<file path="src/rtl/uart_tx_pkg.sv">
package uart_tx_pkg;

    typedef enum logic [2:0] {
        TX_IDLE,
        TX_START,
        TX_DATA,
        TX_MP,
        TX_STOP
    } tx_state_t;

endpackage

</file>
<file path="src/rtl/uart_tx_sync.sv">
// Multi-stage synchroniser for an asynchronous level, reset to a chosen value.
module uart_tx_sync #(
    parameter int   STAGES    = 2,
    parameter logic RESET_VAL = 1'b1
) (
    input  logic clk,
    input  logic rst_n,
    input  logic async_in,
    output logic sync_out
);

    logic [STAGES-1:0] chain_q;

    always_ff @(posedge clk or negedge rst_n) begin
        if (!rst_n) begin
            chain_q <= {STAGES{RESET_VAL}};
        end else begin
            chain_q <= {chain_q[STAGES-2:0], async_in};
        end
    end

    assign sync_out = chain_q[STAGES-1];

endmodule

</file>
<file path="src/rtl/uart_tx_hold.sv">
// One-entry holding register; writes while full are dropped.
module uart_tx_hold #(
    parameter int DATA_W = 8
) (
    input  logic              clk,
    input  logic              rst_n,
    input  logic              load,
    input  logic [DATA_W-1:0] din,
    input  logic              flag_in,
    input  logic              take,
    output logic [DATA_W-1:0] dout,
    output logic              flag_out,
    output logic              full
);

    logic accept;

    assign accept = load && !full;

    always_ff @(posedge clk or negedge rst_n) begin
        if (!rst_n) begin
            full     <= 1'b0;
            dout     <= '0;
            flag_out <= 1'b0;
        end else begin
            if (accept) begin
                full     <= 1'b1;
                dout     <= din;
                flag_out <= flag_in;
            end else if (take) begin
                full     <= 1'b0;
            end
        end
    end

endmodule

</file>
<file path="src/rtl/uart_tx_fsm.sv">
// Frame sequencer: start, data, optional flag, stop bits.
module uart_tx_fsm
    import uart_tx_pkg::*;
#(
    parameter int DATA_W        = 8,
    parameter int TICKS_PER_BIT = 16
) (
    input  logic              clk,
    input  logic              rst_n,
    input  logic              baud_tick,
    input  logic              full,
    input  logic [DATA_W-1:0] hold_data,
    input  logic              hold_flag,
    input  logic              mp_en,
    input  logic              two_stop,
    input  logic              cts_ok,
    output logic              take,
    output logic              txd,
    output logic              busy
);

    localparam int CNT_W = (TICKS_PER_BIT > 1) ? $clog2(TICKS_PER_BIT) : 1;
    localparam int IDX_W = (DATA_W > 1) ? $clog2(DATA_W) : 1;
    localparam logic [CNT_W-1:0] CNT_LAST = CNT_W'(TICKS_PER_BIT - 1);
    localparam logic [IDX_W-1:0] IDX_LAST = IDX_W'(DATA_W - 1);

    tx_state_t         state_q, state_d;
    logic [CNT_W-1:0]  tick_cnt_q;
    logic [IDX_W-1:0]  bit_idx_q;
    logic [DATA_W-1:0] shift_q;
    logic              flag_q;
    logic              mp_mode_q;
    logic              two_q;
    logic              stop_idx_q;
    logic              go;
    logic              bit_end;
    logic              last_stop;

    assign go        = full && baud_tick && cts_ok;
    assign bit_end   = baud_tick && (tick_cnt_q == CNT_LAST);
    assign last_stop = (state_q == TX_STOP) && bit_end && (!two_q || stop_idx_q);
    assign take      = go && ((state_q == TX_IDLE) || last_stop);

    // State register
    always_ff @(posedge clk or negedge rst_n) begin
        if (!rst_n) begin
            state_q <= TX_IDLE;
        end else begin
            state_q <= state_d;
        end
    end

    // Next-state logic
    always_comb begin
        state_d = state_q;
        unique case (state_q)
            TX_IDLE: begin
                if (go) state_d = TX_START;                 // launch
            end
            TX_START: begin
                if (bit_end) state_d = TX_DATA;             // start_done
            end
            TX_DATA: begin
                if (bit_end && bit_idx_q == IDX_LAST) begin
                    state_d = mp_mode_q ? TX_MP : TX_STOP;  // to_flag / to_stop
                end
            end
            TX_MP: begin
                if (bit_end) state_d = TX_STOP;             // to_stop
            end
            TX_STOP: begin
                if (bit_end) begin
                    if (two_q && !stop_idx_q) state_d = TX_STOP;  // second_stop
                    else if (go)              state_d = TX_START; // chain
                    else                      state_d = TX_IDLE;  // rest
                end
            end
            default: state_d = TX_IDLE;
        endcase
    end

    // Datapath registers
    always_ff @(posedge clk or negedge rst_n) begin
        if (!rst_n) begin
            tick_cnt_q <= '0;
            bit_idx_q  <= '0;
            shift_q    <= '0;
            flag_q     <= 1'b0;
            mp_mode_q  <= 1'b0;
            two_q      <= 1'b0;
            stop_idx_q <= 1'b0;
        end else if (take) begin
            tick_cnt_q <= '0;
            bit_idx_q  <= '0;
            shift_q    <= hold_data;
            flag_q     <= hold_flag;
            mp_mode_q  <= mp_en;
            two_q      <= two_stop;
            stop_idx_q <= 1'b0;
        end else if (state_q != TX_IDLE && baud_tick) begin
            if (bit_end) begin
                tick_cnt_q <= '0;
                if (state_q == TX_DATA) begin
                    shift_q   <= shift_q >> 1;
                    bit_idx_q <= bit_idx_q + 1'b1;
                end
                if (state_q == TX_STOP) begin
                    stop_idx_q <= 1'b1;
                end
            end else begin
                tick_cnt_q <= tick_cnt_q + 1'b1;
            end
        end
    end

    // Outputs
    always_comb begin
        busy = (state_q != TX_IDLE);
        unique case (state_q)
            TX_IDLE:  txd = 1'b1;
            TX_START: txd = 1'b0;
            TX_DATA:  txd = shift_q[0];
            TX_MP:    txd = flag_q;
            TX_STOP:  txd = 1'b1;
            default:  txd = 1'b1;
        endcase
    end

endmodule

</file>
<file path="src/rtl/uart_tx_flow.sv">
module uart_tx_flow #(
    parameter int DATA_W        = 8,
    parameter int TICKS_PER_BIT = 16,
    parameter int CTS_STAGES    = 2
) (
    input  logic              clk,
    input  logic              rst_n,
    input  logic              baud_tick,
    input  logic              load,
    input  logic [DATA_W-1:0] load_data,
    input  logic              mp_bit,
    input  logic              cts_en,
    input  logic              mp_en,
    input  logic              two_stop,
    input  logic              cts_n,
    output logic              txd,
    output logic              busy,
    output logic              hold_empty
);

    logic              cts_s;
    logic              cts_ok;
    logic              full;
    logic              take;
    logic [DATA_W-1:0] hold_data;
    logic              hold_flag;

    uart_tx_sync #(
        .STAGES    (CTS_STAGES),
        .RESET_VAL (1'b1)
    ) i_sync (
        .clk      (clk),
        .rst_n    (rst_n),
        .async_in (cts_n),
        .sync_out (cts_s)
    );

    assign cts_ok = !cts_en || !cts_s;

    uart_tx_hold #(
        .DATA_W (DATA_W)
    ) i_hold (
        .clk      (clk),
        .rst_n    (rst_n),
        .load     (load),
        .din      (load_data),
        .flag_in  (mp_bit),
        .take     (take),
        .dout     (hold_data),
        .flag_out (hold_flag),
        .full     (full)
    );

    uart_tx_fsm #(
        .DATA_W        (DATA_W),
        .TICKS_PER_BIT (TICKS_PER_BIT)
    ) i_fsm (
        .clk       (clk),
        .rst_n     (rst_n),
        .baud_tick (baud_tick),
        .full      (full),
        .hold_data (hold_data),
        .hold_flag (hold_flag),
        .mp_en     (mp_en),
        .two_stop  (two_stop),
        .cts_ok    (cts_ok),
        .take      (take),
        .txd       (txd),
        .busy      (busy)
    );

    assign hold_empty = !full;

endmodule

</file>
<file path="config.mk">
export PLATFORM = sky130hd
export DESIGN_NAME = uart_tx_flow
export DESIGN_NICKNAME = d
export VERILOG_FILES = /design/src/rtl/uart_tx_pkg.sv /design/src/rtl/uart_tx_sync.sv /design/src/rtl/uart_tx_hold.sv /design/src/rtl/uart_tx_fsm.sv /design/src/rtl/uart_tx_flow.sv
export SDC_FILE = /design/constraint.sdc
export NUM_CORES = 1
export LEC_CHECK = 0
export ABC_CLOCK_PERIOD_IN_PS = 2840
export BUFFER_PORTS_ARGS = -buffer_cell sky130_fd_sc_hd__buf_2
export CAP_MARGIN = 20
export CORE_MARGIN = 3
export CORE_UTILIZATION = 50
export DETAILED_ROUTE_END_ITERATION = 10
export PLACE_DENSITY = 0.7
export SLEW_MARGIN = 15
export SYNTH_ARGS = -nofsm -noshare
export SYNTH_HDL_FRONTEND = slang
export SYNTH_SLANG_ARGS = --single-unit
</file>
<file path="constraint.sdc">
create_clock -name clk -period 2.84 [get_ports clk]
set_clock_uncertainty 0.05 [all_clocks]
set_input_delay 0.142 -clock clk [delete_from_list [all_inputs] [get_ports clk]]
set_output_delay 0.142 -clock clk [all_outputs]
set_load 0.02 [all_outputs]
</file>
After elaboration in Yosys (flattened, before gate mapping)
Index checks and enable logic that the tools add are counted.
{ "classes": {"addsub": 2, "eq_ne": 11, "muxes": 27, "n_reduce_logical": 28} }
{ "ops": {"columns": ["cell", "count"], "rows": [
  ["$mux W3", 11],
  ["$mux W8", 4],
  ["$pmux W3 S5", 1],
  ["$mux W4", 3],
  ["$logic_and A1 B1 Y1", 10],
  ["$ne A2 B1 Y1 const B", 5],
  ["$reduce_bool A2 Y1", 5],
  ["$mux W1", 7],
  ["$eq A3 B2 Y1 const B", 2],
  ["$eq A3 B3 Y1 const B", 2],
  ["$reduce_and A3 Y1", 2],
  ["$logic_not A1 Y1", 5],
  ["$reduce_and A5 Y1", 1],
  ["$add A4 B1 Y4 const B", 1],
  ["$eq A4 B4 Y1 const B", 1],
  ["$add A3 B1 Y3 const B", 1],
  ["$eq A3 B1 Y1 const B", 1],
  ["$logic_not A3 Y1", 1],
  ["$logic_or A1 B1 Y1", 3],
  ["$pmux W1 S3", 1],
  ["$reduce_bool A3 Y1", 1]
]} }
{ "word_totals": {"reg_bits": 34, "wordCells": 80} }

Logic depth before layout (Yosys ltp)
Gate-level depths: netlist of run 1.
{ "depth": {"ltp_word": 8, "mapped_depth": 6, "depth_no_buf": 6} }

Hierarchy
From an unflattened synthesis of run 1, not the netlist that was laid out.
{ "hier_totals": {"hier_cells": 138, "hier_area_um2": 1594.0} }
{ "by_module_without_submodules": {"columns": ["module", "instances", "cells_per_inst", "area_each_um2"], "rows": [
  ["uart_tx_fsm", 1, 111, 1119.8],
  ["uart_tx_hold", 1, 23, 414.1],
  ["uart_tx_sync", 1, 2, 52.6],
  ["uart_tx_flow", 1, 2, 7.5]
]} }

Least setup slack after synthesis of run 1
No wires, ideal clock.
{ "synth_path": {"path_kind": "register to register", "from": "reg i_fsm.tick_cnt_q[0]", "to": "reg i_fsm.shift_q[1]", "setup_ns": 0.125, "t_arrival_ns": 1.921, "required_time_ns": 2.665, "path_slack_ns": 0.744, "stages_incl_launch_ff": 7, "cell_sequence": "dfrtp_1 ha_1 nand4_2 or4_4 buf_6 mux2_4 mux2_2"} }
{ "synth_via": {"elab_chain_cells": 8, "word_cells_on_any_way": 11, "classes_between": "eq/ne: 1; mux: 1; reduce/logical: 9"} }
{ "synth_rtl": {"columns": ["item", "line", "text"], "rows": [
  ["start: declaration", "uart_tx_fsm.sv:28", "logic [CNT_W-1:0] tick_cnt_q;"],
  ["start signal: assignment", "uart_tx_fsm.sv:111", "tick_cnt_q <= tick_cnt_q + 1'b1;"],
  ["$eq A4 B4 Y1 (*)", "uart_tx_fsm.sv:40", "assign bit_end = baud_tick && (tick_cnt_q == CNT_LAST);"],
  ["$logic_and A1 B1 Y1 (*)", "uart_tx_fsm.sv:40", null],
  ["$logic_and A1 B1 Y1 (2 in series)", "uart_tx_fsm.sv:41", "assign last_stop = (state_q == TX_STOP) && bit_end && (!two_q || stop_idx_q);"],
  ["$logic_or A1 B1 Y1", "uart_tx_fsm.sv:42", "assign take = go && ((state_q == TX_IDLE) || last_stop);"],
  ["$logic_and A1 B1 Y1", "uart_tx_fsm.sv:42", null],
  ["$reduce_bool A2 Y1 (no source line)", null, null],
  ["$reduce_and A3 Y1 (no source line)", null, null],
  ["end signal: assignment", "uart_tx_fsm.sv:95", "shift_q <= hold_data;"],
  ["end signal: assignment", "uart_tx_fsm.sv:104", "shift_q <= shift_q >> 1;"],
  ["end: declaration", "uart_tx_fsm.sv:30", "logic [DATA_W-1:0] shift_q;"]
]} }
Every way passes the cells marked *; elsewhere a longest branch is shown, timed or not.
A chain may end at the register's enable or synchronous reset.

Final worst setup path of run 1
{ "layout_path": {"from": "reg i_fsm.tick_cnt_q[0]", "to": "reg i_fsm.shift_q[0]"} }
The elaborated chain is that of the path after synthesis.

==> impl_metrics.prom, run 1 <==
# TYPE chip_impl_metric gauge
chip_impl_metric{name="dr.pass1.iters",unit=""} 4
chip_impl_info{name="worst-setup-path-type",value="flop to flop"} 1
chip_impl_metric{name="globalRouteOverflowTotal",unit=""} 0
chip_impl_info{name="worstPathCellList",value="ha_1, nand4_2, o21ai_0, nand3_1, mux2_2"} 1
chip_impl_info{name="cts_root_buffer",value="sky130_fd_sc_hd__clkbuf_4"} 1
chip_impl_metric{name="vias",unit=""} 1080
chip_impl_metric{name="postSynthRegisterBits",unit=""} 34
chip_impl_metric{name="setup-tns-final",unit="ps"} 0
chip_impl_metric{name="final_area",unit="µm²"} 1904
chip_impl_metric{name="cts_inserted_buffers",unit=""} 5
chip_impl_metric{name="synth_cells",unit=""} 127
chip_impl_metric{name="track_usage",unit=""} 0.1680
chip_impl_metric{name="antenna_diode_count",unit=""} 0
chip_impl_metric{name="grt_max_degree",unit=""} 35
chip_impl_metric{name="fp.dieArea",unit="µm²"} 3877
chip_impl_info{name="r2r_end",value="i_fsm.shift_q[0]$_DFFE_PN0P_"} 1
chip_impl_metric{name="syn-mean-instance-area",unit="µm²"} 12.46
chip_impl_metric{name="worst_path_largest_cell_delay",unit="ps"} 460
chip_impl_info{name="whs_endpoint",value="i_fsm.tick_cnt_q[2]$_DFFE_PN0P_"} 1
chip_impl_info{name="crit_path_top_delay_cell",value="sky130_fd_sc_hd__nand3_1"} 1
chip_impl_info{name="outcome",value="completed"} 1
chip_impl_metric{name="synth.lib_cells_used.distinct",unit=""} 38
chip_impl_metric{name="timing.slew.headroom",unit=""} 0.5123
chip_impl_metric{name="maximum_vdd_ir_drop",unit="mV"} 0.5409
chip_impl_metric{name="filler_cell_count",unit=""} 227
chip_impl_metric{name="clk_latency",unit="ps"} 350
chip_impl_metric{name="post-cts-setup-buffers",unit=""} 0
chip_impl_metric{name="critical_path_arrival",unit="ps"} 2400
chip_impl_metric{name="antenna_found_initial",unit=""} 0
chip_impl_metric{name="worst_r2r_path_depth",unit=""} 5
chip_impl_metric{name="routedLengthMet1",unit="µm"} 1284
chip_impl_metric{name="finalWorstPathRequiredPeriod",unit="ps"} 2222
chip_impl_metric{name="hpwl",unit="µm"} 1929
chip_impl_metric{name="pre_cts_slack",unit="ps"} 646.8
chip_impl_metric{name="dr.first_iter.drc_count",unit=""} 51
chip_impl_metric{name="die_y",unit="µm"} 62.27
chip_impl_metric{name="mappedNetlistArea",unit="µm²"} 1583
chip_impl_metric{name="final.setup.worst_slack",unit="ps"} 618.4
chip_impl_metric{name="wl_met2",unit="µm"} 1340
chip_impl_metric{name="route.antenna.remaining_nets",unit=""} 0
chip_impl_metric{name="final_min_period_over_clock_period",unit=""} 0.7823
chip_impl_metric{name="clk_pin_slew",unit="ps"} 100
chip_impl_metric{name="mappedNetlistNets",unit=""} 147
chip_impl_metric{name="drive_above_1_share",unit=""} 0.3620
chip_impl_metric{name="slew_viol_final",unit=""} 0
chip_impl_metric{name="initial_utilization",unit=""} 0.5502
chip_impl_metric{name="worst_hold_slack",unit="ps"} 166.1
chip_impl_info{name="critPathCaptureType",value="flop"} 1
chip_impl_info{name="yosysTopAreaCell",value="sky130_fd_sc_hd__dfrtp_1"} 1
chip_impl_metric{name="power_per_cell_area",unit="nW/µm²"} 820.6
chip_impl_metric{name="core",unit="µm²"} 2877
chip_impl_metric{name="die_x",unit="µm"} 62.27
chip_impl_metric{name="placement.cell_area",unit="µm²"} 1710
chip_impl_metric{name="cts_buffer_depth",unit=""} 2
chip_impl_metric{name="numClockSinks",unit=""} 34
chip_impl_metric{name="routed_wire_length_per_instance",unit="µm"} 13.77
chip_impl_metric{name="first_pass_grt_wire_length",unit="µm"} 5057
chip_impl_metric{name="numPortBuffers",unit=""} 19
chip_impl_metric{name="crit_fanout",unit=""} 10
chip_impl_metric{name="ys_seq_area_frac",unit=""} 0.5391
chip_impl_metric{name="max_freq",unit="MHz"} 450.1
chip_impl_metric{name="design.final.nets",unit=""} 182
chip_impl_metric{name="register_area",unit="µm²"} 853.3
chip_impl_metric{name="multi_input_comb_area",unit="µm²"} 686.9
chip_impl_info{name="synth_top_cells_by_area",value="sky130_fd_sc_hd__dfrtp_1, sky130_fd_sc_hd__mux2_2, sky130_fd_sc_hd__mux2_4"} 1
chip_impl_info{name="rsz0062_at_grt",value="false"} 1
chip_impl_info{name="mostFrequentLayoutCell",value="sky130_fd_sc_hd__dfrtp_1"} 1
chip_impl_metric{name="cap_violations",unit=""} 0
chip_impl_metric{name="hold_depth",unit=""} 4
chip_impl_metric{name="tightest_slew",unit="ps"} 731.6
chip_impl_metric{name="syn_to_final_growth",unit="%"} 20.32
chip_impl_metric{name="r2r_setup_slack",unit="ps"} 620
chip_impl_metric{name="wl_met3",unit="µm"} 125
chip_impl_metric{name="globalplace.congestion",unit=""} 0.8457
chip_impl_metric{name="drt_drc_violations_left",unit=""} 0
chip_impl_metric{name="p_leak",unit="nW"} 0.9373
chip_impl_metric{name="report.final.setup_viol",unit=""} 0
chip_impl_metric{name="drt-vias-per-instance",unit=""} 5.268
chip_impl_metric{name="final_cells",unit=""} 205
chip_impl_metric{name="dpl_cells",unit=""} 184
chip_impl_metric{name="first_global_vias",unit=""} 1154
chip_impl_metric{name="top_level_ports",unit=""} 20
chip_impl_info{name="routed.top_layer",value="met4"} 1
chip_impl_info{name="crit-reg2reg-launch",value="i_fsm.tick_cnt_q[0]$_DFFE_PN0P_"} 1
chip_impl_info{name="cts_tree",value="built"} 1
chip_impl_metric{name="yosys.area.top_type_share",unit=""} 0.5059
chip_impl_info{name="top_library_cells_by_usage_in_the_layout_fill_and_taps_aside",value="sky130_fd_sc_hd__dfrtp_1, sky130_fd_sc_hd__mux2_2, sky130_fd_sc_hd__buf_2"} 1
chip_impl_metric{name="placement_rows",unit=""} 19
chip_impl_info{name="hp-class",value="primary input to flop"} 1
chip_impl_info{name="hold_path_startpoint",value="baud_tick"} 1
chip_impl_metric{name="worstPathRequired",unit="ps"} 3020
chip_impl_metric{name="finalHoldViolCount",unit=""} 0
chip_impl_metric{name="postCtsResizedCells",unit=""} 0
chip_impl_metric{name="totalWireLength",unit="µm"} 2822
chip_impl_info{name="worst_setup_path_start_kind",value="flop"} 1
chip_impl_metric{name="yosysWarnings",unit=""} 0
chip_impl_metric{name="cts_htree_levels",unit=""} 2
-- worst max path at each step --
stage / from / to / slack [ps] / cells after the start
2_1_floorplan: i_fsm.tick_cnt_q[0]$_DFFE_PN0P_ / i_fsm.shift_q[1]$_DFFE_PN0P_ / 740 / 6
3_3_place_gp: i_fsm.tick_cnt_q[0]$_DFFE_PN0P_ / i_fsm.shift_q[6]$_DFFE_PN0P_ / 710 / 5
3_5_place_dp: i_fsm.tick_cnt_q[0]$_DFFE_PN0P_ / i_fsm.shift_q[3]$_DFFE_PN0P_ / 650 / 5
4_1_cts: i_fsm.tick_cnt_q[0]$_DFFE_PN0P_ / i_fsm.shift_q[0]$_DFFE_PN0P_ / 620 / 5
5_1_grt: i_fsm.tick_cnt_q[0]$_DFFE_PN0P_ / i_fsm.shift_q[0]$_DFFE_PN0P_ / 370 / 5
6_report: i_fsm.tick_cnt_q[0]$_DFFE_PN0P_ / i_fsm.shift_q[0]$_DFFE_PN0P_ / 620 / 5
-- worst max-delay path: cells and delay by family, from the launching register on --
family | cells | cell delay, ps
AND/OR/NAND/NOR | 2 | 640
multiplexers | 1 | 420
flip-flops | 1 | 400
AO/OA/AOI/OAI | 1 | 380
adder cells (fa/ha/maj) | 1 | 220
-- final cells by class --
class / count / share of cell area
Sequential cell: 34 / 0.4481
Inverter: 4 / 0.007884
Clock buffer: 6 / 0.02694
Multi-Input combinational cell: 84 / 0.3607
Timing Repair Buffer: 33 / 0.1222
Clock inverter: 2 / 0.006570
Tap cell: 42 / 0.02760
-- sequential cells by signal, indices dropped and copies added (netlist names) --
register / flops
i_fsm.tick_cnt_q: 4
i_fsm.state_q: 3
i_hold.full: 1
i_hold.dout: 8
i_sync.chain_q: 2
i_fsm.stop_idx_q: 1
i_fsm.mp_mode_q: 1
i_fsm.shift_q: 8
i_fsm.flag_q: 1
i_fsm.bit_idx_q: 3
i_hold.flag_out: 1
i_fsm.two_q: 1
-- synthesized netlist by cell type --
cell,n
sky130_fd_sc_hd__nor3_1,1
sky130_fd_sc_hd__or3_1,1
sky130_fd_sc_hd__buf_6,1
sky130_fd_sc_hd__ha_1,3
sky130_fd_sc_hd__mux2_2,19
sky130_fd_sc_hd__nand2_1,6
sky130_fd_sc_hd__o21ai_0,3
sky130_fd_sc_hd__nor2b_1,3
sky130_fd_sc_hd__nand4_2,1
sky130_fd_sc_hd__a21oi_1,4
sky130_fd_sc_hd__or2_2,1
sky130_fd_sc_hd__a31oi_1,1
sky130_fd_sc_hd__a211oi_1,1
sky130_fd_sc_hd__a311oi_1,1
sky130_fd_sc_hd__nor2_1,10
sky130_fd_sc_hd__a21o_1,1
sky130_fd_sc_hd__a31o_2,1
sky130_fd_sc_hd__o32ai_1,1
sky130_fd_sc_hd__o22ai_1,1
sky130_fd_sc_hd__buf_2,1
sky130_fd_sc_hd__dfstp_2,2
sky130_fd_sc_hd__nand3_1,4
sky130_fd_sc_hd__o31ai_1,1
sky130_fd_sc_hd__buf_1,1
sky130_fd_sc_hd__or4_4,1
sky130_fd_sc_hd__nor3b_1,1
sky130_fd_sc_hd__and3_1,1
sky130_fd_sc_hd__a22oi_1,1
sky130_fd_sc_hd__xor2_1,2
sky130_fd_sc_hd__inv_1,4
sky130_fd_sc_hd__o21a_1,1
sky130_fd_sc_hd__mux2i_1,4
sky130_fd_sc_hd__mux2_4,6
sky130_fd_sc_hd__nand3b_1,1
sky130_fd_sc_hd__dfrtp_1,32
sky130_fd_sc_hd__and4_1,1
sky130_fd_sc_hd__nand2b_1,1
sky130_fd_sc_hd__clkbuf_1,2
-- per-stage QoR --
step | power (mW) | util
final | 1.563 | 0.6620
after global routing | 1.684 | 0.6620
after CTS | 1.576 | 0.6620
after detailed placement | 1.279 | 0.5946
after global placement | 1.250 | 0.5946
after floorplan | 1.156 | -
-- power by group --
group          leakage (nW)  switching [mW]  internal [mW]  total [mW]
clock                0.0343           0.162          0.119       0.281
sequential            0.415           0.143          0.670       0.813
combinational         0.488           0.183          0.286       0.469
total                 0.937           0.489           1.07        1.56
-- logic make-up (layout without fill, tap and decap cells) --
kind of cell             after synthesis  count (layout)  share of synthesized area
flip-flops                            34              34                     0.5391
AND/OR/NAND/NOR                       33              33                     0.1115
multiplexers                          29              29                     0.2174
AO/OA/AOI/OAI                         17              17                    0.07037
buffers and inverters                  9              45                    0.02687
adder cells (fa/ha/maj)                3               3                    0.02372
XOR/XNOR                               2               2                    0.01107
-- timing repair --
item,CTS,global route
setup endpoints to repair,0,0
endpoints found under the hold margin,44,0
hold buffers,13,0
-- routing by layer --
metal | GRT usage | vias to the layer above
met2 | 0.2554 | 22
met4 | 0.09917 | 0
li1 | - | 522
met5 | 0 | -
met1 | 0.2132 | 528
met3 | 0.04865 | 8
Power figures use the tool's default switching activity.
==> inputs of run 2 (changes only) <==
--- a/config.mk
+++ b/config.mk
@@ -5,7 +5,7 @@
 export SDC_FILE = /design/constraint.sdc
 export NUM_CORES = 1
 export LEC_CHECK = 0
-export ABC_CLOCK_PERIOD_IN_PS = 2840
+export ABC_CLOCK_PERIOD_IN_PS = 2300
 export BUFFER_PORTS_ARGS = -buffer_cell sky130_fd_sc_hd__buf_2
 export CAP_MARGIN = 20
 export CORE_MARGIN = 3
==> constraint.sdc (replaced) <==
create_clock -name clk -period 2.3 [get_ports clk]
set_clock_uncertainty 0.05 [all_clocks]
set_input_delay 0.115 -clock clk [delete_from_list [all_inputs] [get_ports clk]]
set_output_delay 0.115 -clock clk [all_outputs]
set_load 0.02 [all_outputs]
==> impl_metrics.prom, run 2 (synthesis results as in run 1) <==
# TYPE chip_impl_metric gauge
chip_impl_metric{name="routed_wire_length_per_instance",unit="µm"} 14.31
chip_impl_metric{name="critical_path_arrival",unit="ps"} 2390
chip_impl_metric{name="route.antenna.remaining_nets",unit=""} 0
chip_impl_metric{name="initial_utilization",unit=""} 0.5502
chip_impl_metric{name="finalHoldViolCount",unit=""} 0
chip_impl_metric{name="cts_inserted_buffers",unit=""} 5
chip_impl_metric{name="cts_buffer_depth",unit=""} 2
chip_impl_metric{name="globalRouteOverflowTotal",unit=""} 0
chip_impl_metric{name="antenna_found_initial",unit=""} 0
chip_impl_metric{name="drt-vias-per-instance",unit=""} 5.260
chip_impl_metric{name="die_x",unit="µm"} 62.27
chip_impl_info{name="cts_tree",value="built"} 1
chip_impl_metric{name="maximum_vdd_ir_drop",unit="mV"} 0.6396
chip_impl_info{name="hp-class",value="primary input to flop"} 1
chip_impl_info{name="mostFrequentLayoutCell",value="sky130_fd_sc_hd__dfrtp_1"} 1
chip_impl_info{name="worstPathCellList",value="ha_1, nand4_2, or4_4, mux2_4, mux2_2"} 1
chip_impl_metric{name="p_total",unit="mW"} 1.948
chip_impl_metric{name="hpwl",unit="µm"} 2031
chip_impl_info{name="worst_setup_path_start_kind",value="flop"} 1
chip_impl_metric{name="dr.first_iter.drc_count",unit=""} 43
chip_impl_info{name="cts_root_buffer",value="sky130_fd_sc_hd__clkbuf_4"} 1
chip_impl_metric{name="track_usage",unit=""} 0.1737
chip_impl_metric{name="power_per_cell_area",unit="nW/µm²"} 1012
chip_impl_metric{name="max_freq",unit="MHz"} 451.3
chip_impl_info{name="critPathCaptureType",value="flop"} 1
chip_impl_metric{name="die_y",unit="µm"} 62.27
chip_impl_metric{name="numPortBuffers",unit=""} 19
chip_impl_metric{name="antenna_diode_count",unit=""} 0
chip_impl_metric{name="worst_path_largest_cell_delay",unit="ps"} 650
chip_impl_metric{name="vias",unit=""} 1094
chip_impl_metric{name="worstPathRequired",unit="ps"} 2480
chip_impl_metric{name="totalWireLength",unit="µm"} 2976
chip_impl_metric{name="crit_fanout",unit=""} 11
chip_impl_info{name="crit_path_top_delay_cell",value="sky130_fd_sc_hd__or4_4"} 1
chip_impl_metric{name="syn_to_final_growth",unit="%"} 21.58
chip_impl_metric{name="numClockSinks",unit=""} 34
chip_impl_metric{name="core",unit="µm²"} 2877
chip_impl_metric{name="slew_viol_final",unit=""} 0
chip_impl_metric{name="first_pass_grt_wire_length",unit="µm"} 5271
chip_impl_metric{name="timing.slew.headroom",unit=""} 0.4940
chip_impl_metric{name="cp.buffers_inverters",unit=""} 0
chip_impl_metric{name="fp.dieArea",unit="µm²"} 3877
chip_impl_info{name="worst-setup-path-type",value="flop to flop"} 1
chip_impl_metric{name="setup-tns-final",unit="ps"} 0
chip_impl_metric{name="drive_above_1_share",unit=""} 0.3735
chip_impl_metric{name="filler_cell_count",unit=""} 230
chip_impl_metric{name="design.final.nets",unit=""} 185
chip_impl_metric{name="globalplace.congestion",unit=""} 0.8575
chip_impl_metric{name="multi_input_comb_area",unit="µm²"} 688.2
chip_impl_metric{name="clk_latency",unit="ps"} 330
chip_impl_metric{name="p_leak",unit="nW"} 0.9528
chip_impl_info{name="outcome",value="completed"} 1
chip_impl_info{name="layout_top_registers",value="i_fsm.shift_q: 8 flops, i_hold.dout: 8 flops, i_fsm.tick_cnt_q: 4 flops"} 1
chip_impl_metric{name="post-cts-setup-buffers",unit=""} 0
chip_impl_metric{name="tightest_slew",unit="ps"} 759.0
chip_impl_metric{name="report.final.setup_viol",unit=""} 0
chip_impl_metric{name="register_area",unit="µm²"} 853.3
chip_impl_metric{name="top_level_ports",unit=""} 20
chip_impl_metric{name="placement_rows",unit=""} 19
chip_impl_metric{name="dr.pass1.iters",unit=""} 4
chip_impl_metric{name="finalWorstPathRequiredPeriod",unit="ps"} 2216
chip_impl_metric{name="first_global_vias",unit=""} 1093
chip_impl_info{name="rsz0062_at_grt",value="false"} 1
chip_impl_metric{name="cap_violations",unit=""} 0
chip_impl_metric{name="cts_htree_levels",unit=""} 2
chip_impl_info{name="top_library_cells_by_usage_in_the_layout_fill_and_taps_aside",value="sky130_fd_sc_hd__dfrtp_1, sky130_fd_sc_hd__mux2_2, sky130_fd_sc_hd__buf_2"} 1
chip_impl_metric{name="drt_drc_violations_left",unit=""} 0
chip_impl_metric{name="clk_pin_slew",unit="ps"} 100
chip_impl_info{name="kind_of_cell_with_the_highest_combined_delay_on_the_critical_path",value="simple AND/OR/NAND/NOR gates"} 1
chip_impl_metric{name="final_min_period_over_clock_period",unit=""} 0.9635
chip_impl_metric{name="grt_max_degree",unit=""} 35
-- run 2: cell count changes in the layout (fill, tap and decap cells not counted), sizes merged --
| cell | before | now |
|---|---|---|
| buf | 20 | 23 |
| clkbuf | 6 | 7 |
| clkinvlp | 1 | 0 |
-- run 2: timing repair --
item,4_1_cts,5_1_grt
setup endpoints to repair,0,3
resized for setup,0,1
hold endpoints to repair,44,0
hold buffers,13,0
-- run 2: routing by layer --
metal / routed length [µm] / track usage / up-vias
met2: 1404 / 0.2634 / 36
li1: - / - / 525
met1: 1358 / 0.2397 / 528
met3: 164 / 0.04505 / 5
met4: 48 / 0.06612 / 0
met5: 0 / 0 / -
-- run 2: report_power, final --
part	internal, mW	switching, mW	total (mW)
clock	0.148	0.194	0.342
sequential	0.827	0.156	0.984
combinational	0.367	0.256	0.622
-- run 2: through the flow --
| stage | hold WS, ps | setup slack (ps) | std cells | utilization | area (µm²) |
|---|---|---|---|---|---|
| after floorplan | -230.6 | 204.0 | 127 | - | 1583 |
| after detailed placement | 171.2 | 92.04 | 187 | 0.6024 | 1733 |
| after CTS | 142.3 | 90.59 | 208 | 0.6686 | 1923 |
| final | 147.2 | 84.01 | 208 | 0.6690 | 1924 |
| after global routing | 173.2 | 26.45 | 208 | 0.6690 | 1924 |
| after global placement | 163.4 | 169.9 | 187 | 0.6024 | 1733 |
-- run 2: cell type report --
cell class              count  area share
multi-input cells          84      0.3576
repair buffers             36      0.1326
clock inverters             1    0.002601
flip-flops and latches     34      0.4434
clock buffers               7     0.02861
inverters                   4    0.007802
well taps                  42     0.02731
-- run 2: tightest hold or removal path, stage by stage --
cell	delay, ps
sky130_fd_sc_hd__buf_2	140
sky130_fd_sc_hd__nand2_1	150
sky130_fd_sc_hd__o22ai_1	90
-- run 2: path summary, 6_finish.rpt --
check / to / slack [ps] / startpoint / cells past startpoint
worst max register to register: i_fsm.shift_q[1]$_DFFE_PN0P_ / 80 / i_fsm.tick_cnt_q[0]$_DFFE_PN0P_ / 5
worst max-delay path: i_fsm.shift_q[1]$_DFFE_PN0P_ / 80 / i_fsm.tick_cnt_q[0]$_DFFE_PN0P_ / 5
worst min-delay path: i_fsm.tick_cnt_q[3]$_DFFE_PN0P_ / 150 / baud_tick / 3
min in group asynchronous: i_fsm.tick_cnt_q[3]$_DFFE_PN0P_ / 330 / rst_n / 2
worst min register to register: i_sync.chain_q[1]$_DFF_PN1_ / 320 / i_sync.chain_q[0]$_DFF_PN1_ / 0
max in group asynchronous: i_fsm.two_q$_DFFE_PN0N_ / 1380 / rst_n / 2
==> inputs of run 3 (changes only) <==
--- a/config.mk
+++ b/config.mk
@@ -9,9 +9,11 @@
 export BUFFER_PORTS_ARGS = -buffer_cell sky130_fd_sc_hd__buf_2
 export CAP_MARGIN = 20
 export CORE_MARGIN = 3
-export CORE_UTILIZATION = 50
+export CORE_UTILIZATION = 56
+export CTS_CLUSTER_DIAMETER = 50
 export DETAILED_ROUTE_END_ITERATION = 10
-export PLACE_DENSITY = 0.7
+export PLACE_DENSITY = 0.77
+export RECOVER_POWER = 50
 export SLEW_MARGIN = 15
 export SYNTH_ARGS = -nofsm -noshare
 export SYNTH_HDL_FRONTEND = slang
==> impl_metrics.prom, run 3 (synthesis results as in run 1) <==
# TYPE chip_impl_metric gauge
chip_impl_info{name="outcome",value="complete, but fails checks"} 1
chip_impl_info{name="failed_checks",value="capacitance limit, slew limit"} 1
chip_impl_metric{name="finalWorstPathRequiredPeriod",unit="ps"} 2188
chip_impl_metric{name="cts_inserted_buffers",unit=""} 5
chip_impl_info{name="worst-setup-path-type",value="flop to flop"} 1
chip_impl_info{name="top_library_cells_by_usage_in_the_layout_fill_and_taps_aside",value="sky130_fd_sc_hd__dfrtp_1, sky130_fd_sc_hd__mux2_2, sky130_fd_sc_hd__buf_2"} 1
chip_impl_metric{name="globalRouteOverflowTotal",unit=""} 0
chip_impl_metric{name="slew_viol_final",unit=""} 35
chip_impl_metric{name="design.final.nets",unit=""} 186
chip_impl_metric{name="crit_fanout",unit=""} 9
chip_impl_metric{name="finalHoldViolCount",unit=""} 0
chip_impl_info{name="layout_top_registers",value="i_fsm.shift_q: 8 flops, i_hold.dout: 8 flops, i_fsm.tick_cnt_q: 4 flops"} 1
chip_impl_metric{name="drt_drc_violations_left",unit=""} 0
chip_impl_metric{name="totalWireLength",unit="µm"} 2849
chip_impl_info{name="critPathCaptureType",value="flop"} 1
chip_impl_metric{name="timing.slew.headroom",unit=""} -0.1650
chip_impl_info{name="worst_setup_path_start_kind",value="flop"} 1
chip_impl_metric{name="first_pass_grt_wire_length",unit="µm"} 4919
chip_impl_metric{name="net_switching_component_of_the_power",unit="mW"} 0.6105
chip_impl_metric{name="track_usage",unit=""} 0.1951
chip_impl_metric{name="hpwl",unit="µm"} 1971
chip_impl_metric{name="first_global_vias",unit=""} 1068
chip_impl_metric{name="drt-vias-per-instance",unit=""} 5.487
chip_impl_metric{name="final_cells",unit=""} 197
chip_impl_info{name="grt_most_used_layer",value="met2"} 1
chip_impl_metric{name="vias",unit=""} 1081
chip_impl_metric{name="fp.dieArea",unit="µm²"} 3501
chip_impl_metric{name="final_min_period_over_clock_period",unit=""} 0.9514
chip_impl_metric{name="r2r_setup_slack",unit="ps"} 110
chip_impl_metric{name="clk_pin_slew",unit="ps"} 90
chip_impl_metric{name="syn_to_final_growth",unit="%"} 22.53
chip_impl_metric{name="internal-power",unit="mW"} 1.454
chip_impl_metric{name="worstPathRequired",unit="ps"} 2480
chip_impl_info{name="hp-class",value="primary input to flop"} 1
chip_impl_metric{name="portion_of_total_power_attributed_to_the_clock_network",unit=""} 0.220
chip_impl_metric{name="power_per_cell_area",unit="nW/µm²"} 1065
chip_impl_metric{name="top_level_ports",unit=""} 20
chip_impl_metric{name="drive_above_1_share",unit=""} 0.3653
chip_impl_info{name="r2r_end",value="i_fsm.shift_q[1]$_DFFE_PN0P_"} 1
chip_impl_info{name="whs_endpoint",value="i_fsm.tick_cnt_q[2]$_DFFE_PN0P_"} 1
chip_impl_metric{name="route.antenna.remaining_nets",unit=""} 0
chip_impl_metric{name="setup-tns-final",unit="ps"} 0
chip_impl_metric{name="maximum_vdd_ir_drop",unit="mV"} 0.8283
chip_impl_metric{name="placement_rows",unit=""} 18
chip_impl_metric{name="critical_path_arrival",unit="ps"} 2370
chip_impl_metric{name="grtUsageMet1",unit=""} 0.2415
chip_impl_metric{name="cts_buffer_depth",unit=""} 2
chip_impl_metric{name="initial_utilization",unit=""} 0.6111
chip_impl_metric{name="dr.first_iter.drc_count",unit=""} 19
chip_impl_metric{name="power.share.combinational",unit=""} 0.302
chip_impl_metric{name="p_leak",unit="nW"} 0.9648
chip_impl_info{name="crit-reg2reg-launch",value="i_fsm.tick_cnt_q[0]$_DFFE_PN0P_"} 1
chip_impl_metric{name="die_x",unit="µm"} 59.17
chip_impl_metric{name="grt_util_met3",unit=""} 0.07843
chip_impl_info{name="rsz0062_at_grt",value="false"} 1
chip_impl_metric{name="core",unit="µm²"} 2590
chip_impl_metric{name="clk_latency",unit="ps"} 350
chip_impl_metric{name="met2_usage",unit=""} 0.3013
chip_impl_metric{name="grt_max_degree",unit=""} 35
chip_impl_metric{name="numClockSinks",unit=""} 34
chip_impl_metric{name="dpl_cells",unit=""} 175
chip_impl_metric{name="final_area",unit="µm²"} 1939
chip_impl_metric{name="dr.pass1.iters",unit=""} 4
chip_impl_metric{name="cts_htree_levels",unit=""} 2
chip_impl_metric{name="antenna_diode_count",unit=""} 0
chip_impl_metric{name="sw_frac_of_total",unit=""} 0.2956
chip_impl_metric{name="routed_wire_length_per_instance",unit="µm"} 14.46
chip_impl_info{name="cts_tree",value="built"} 1
chip_impl_metric{name="numPortBuffers",unit=""} 19
chip_impl_metric{name="tightest_slew",unit="ps"} 1747
chip_impl_info{name="mostFrequentLayoutCell",value="sky130_fd_sc_hd__dfrtp_1"} 1
chip_impl_metric{name="antenna_found_initial",unit=""} 0
chip_impl_info{name="cts_root_buffer",value="sky130_fd_sc_hd__clkbuf_4"} 1
chip_impl_metric{name="cap_violations",unit=""} 1
chip_impl_metric{name="pre_cts_slack",unit="ps"} 106.3
chip_impl_metric{name="p_total",unit="mW"} 2.065
chip_impl_info{name="hold_path_startpoint",value="baud_tick"} 1
chip_impl_metric{name="hold_depth",unit=""} 4
chip_impl_metric{name="part_of_the_power_in_registers",unit=""} 0.478
chip_impl_metric{name="globalplace.congestion",unit=""} 0.8191
chip_impl_metric{name="die_y",unit="µm"} 59.17
chip_impl_metric{name="max_freq",unit="MHz"} 457.0
chip_impl_metric{name="final.setup.worst_slack",unit="ps"} 111.8
chip_impl_metric{name="report.final.setup_viol",unit=""} 0
chip_impl_info{name="worst_setup_path_startpoint",value="i_fsm.tick_cnt_q[0]$_DFFE_PN0P_"} 1
chip_impl_metric{name="placement.cell_area",unit="µm²"} 1718
chip_impl_metric{name="worst_r2r_path_depth",unit=""} 5
## run 3: changes by cell type in the layout (fill, tap and decap cells not counted), sizes merged
| cell | before | now |
|---|---|---|
| clkbuf | 7 | 8 |
| bufinv | 0 | 1 |
| clkinv | 1 | 0 |
## run 3: power by group through the flow
stage          registers [mW]  clock network (mW)  logic [mW]
4_1_cts                 0.989               0.469       0.629
6_report                0.987               0.455       0.623
2_1_floorplan           0.934                   0       0.494
3_5_place_dp             1.00                   0       0.609
5_1_grt                  1.02               0.494       0.697
3_3_place_gp            0.984                   0       0.579
## run 3: layer usage
metal / vias to the layer above / share of wire
met2: 31 / 0.48
met3: 6 / 0.053
met1: 512 / 0.45
met5: - / 0
met4: 0 / 0.016
li1: 532 / -
## run 3: area by class of cell
class	count	area (µm²)
inverters	4	15.01
clock buffers	7	55.05
repair buffers	37	261.5
fillers	171	650.6
flip-flops and latches	34	853.3
well taps	30	37.54
clock inverters	1	30.03
multi-input cells	84	686.9
## run 3: how the worst max path moves through the flow
stage | end | slack, ps | depth (start not counted)
3_5_place_dp | i_fsm.shift_q[2]$_DFFE_PN0P_ | 110 | 5
3_3_place_gp | i_fsm.shift_q[6]$_DFFE_PN0P_ | 180 | 5
5_1_grt | i_fsm.shift_q[2]$_DFFE_PN0P_ | 20 | 5
2_1_floorplan | i_fsm.shift_q[1]$_DFFE_PN0P_ | 200 | 6
6_report | i_fsm.shift_q[1]$_DFFE_PN0P_ | 110 | 5
4_1_cts | i_fsm.shift_q[2]$_DFFE_PN0P_ | 100 | 5
## run 3: timing repair
action | 4_1_cts | 5_1_grt
hold buffers | 13 | 0
endpoints found under the setup margin | 0 | 3
hold endpoints to repair | 44 | 0
gates resized for setup | 0 | 1
buffers inserted | 0 | 1
## run 3: through the flow
stage | util | hold slack [ps]
2_1_floorplan | - | -230.6
3_3_place_gp | 0.6633 | 164.7
3_5_place_dp | 0.6633 | 162.8
4_1_cts | 0.7464 | 127.1
5_1_grt | 0.7488 | 151.6
6_report | 0.7488 | 141.7
## run 3: worst max-delay path: stages (launching register included)
cell and delay, ps:
sky130_fd_sc_hd__dfrtp_1 400, sky130_fd_sc_hd__ha_1 210, sky130_fd_sc_hd__nand4_2 190, sky130_fd_sc_hd__or4_4 630, sky130_fd_sc_hd__mux2_4 330, sky130_fd_sc_hd__mux2_2 260
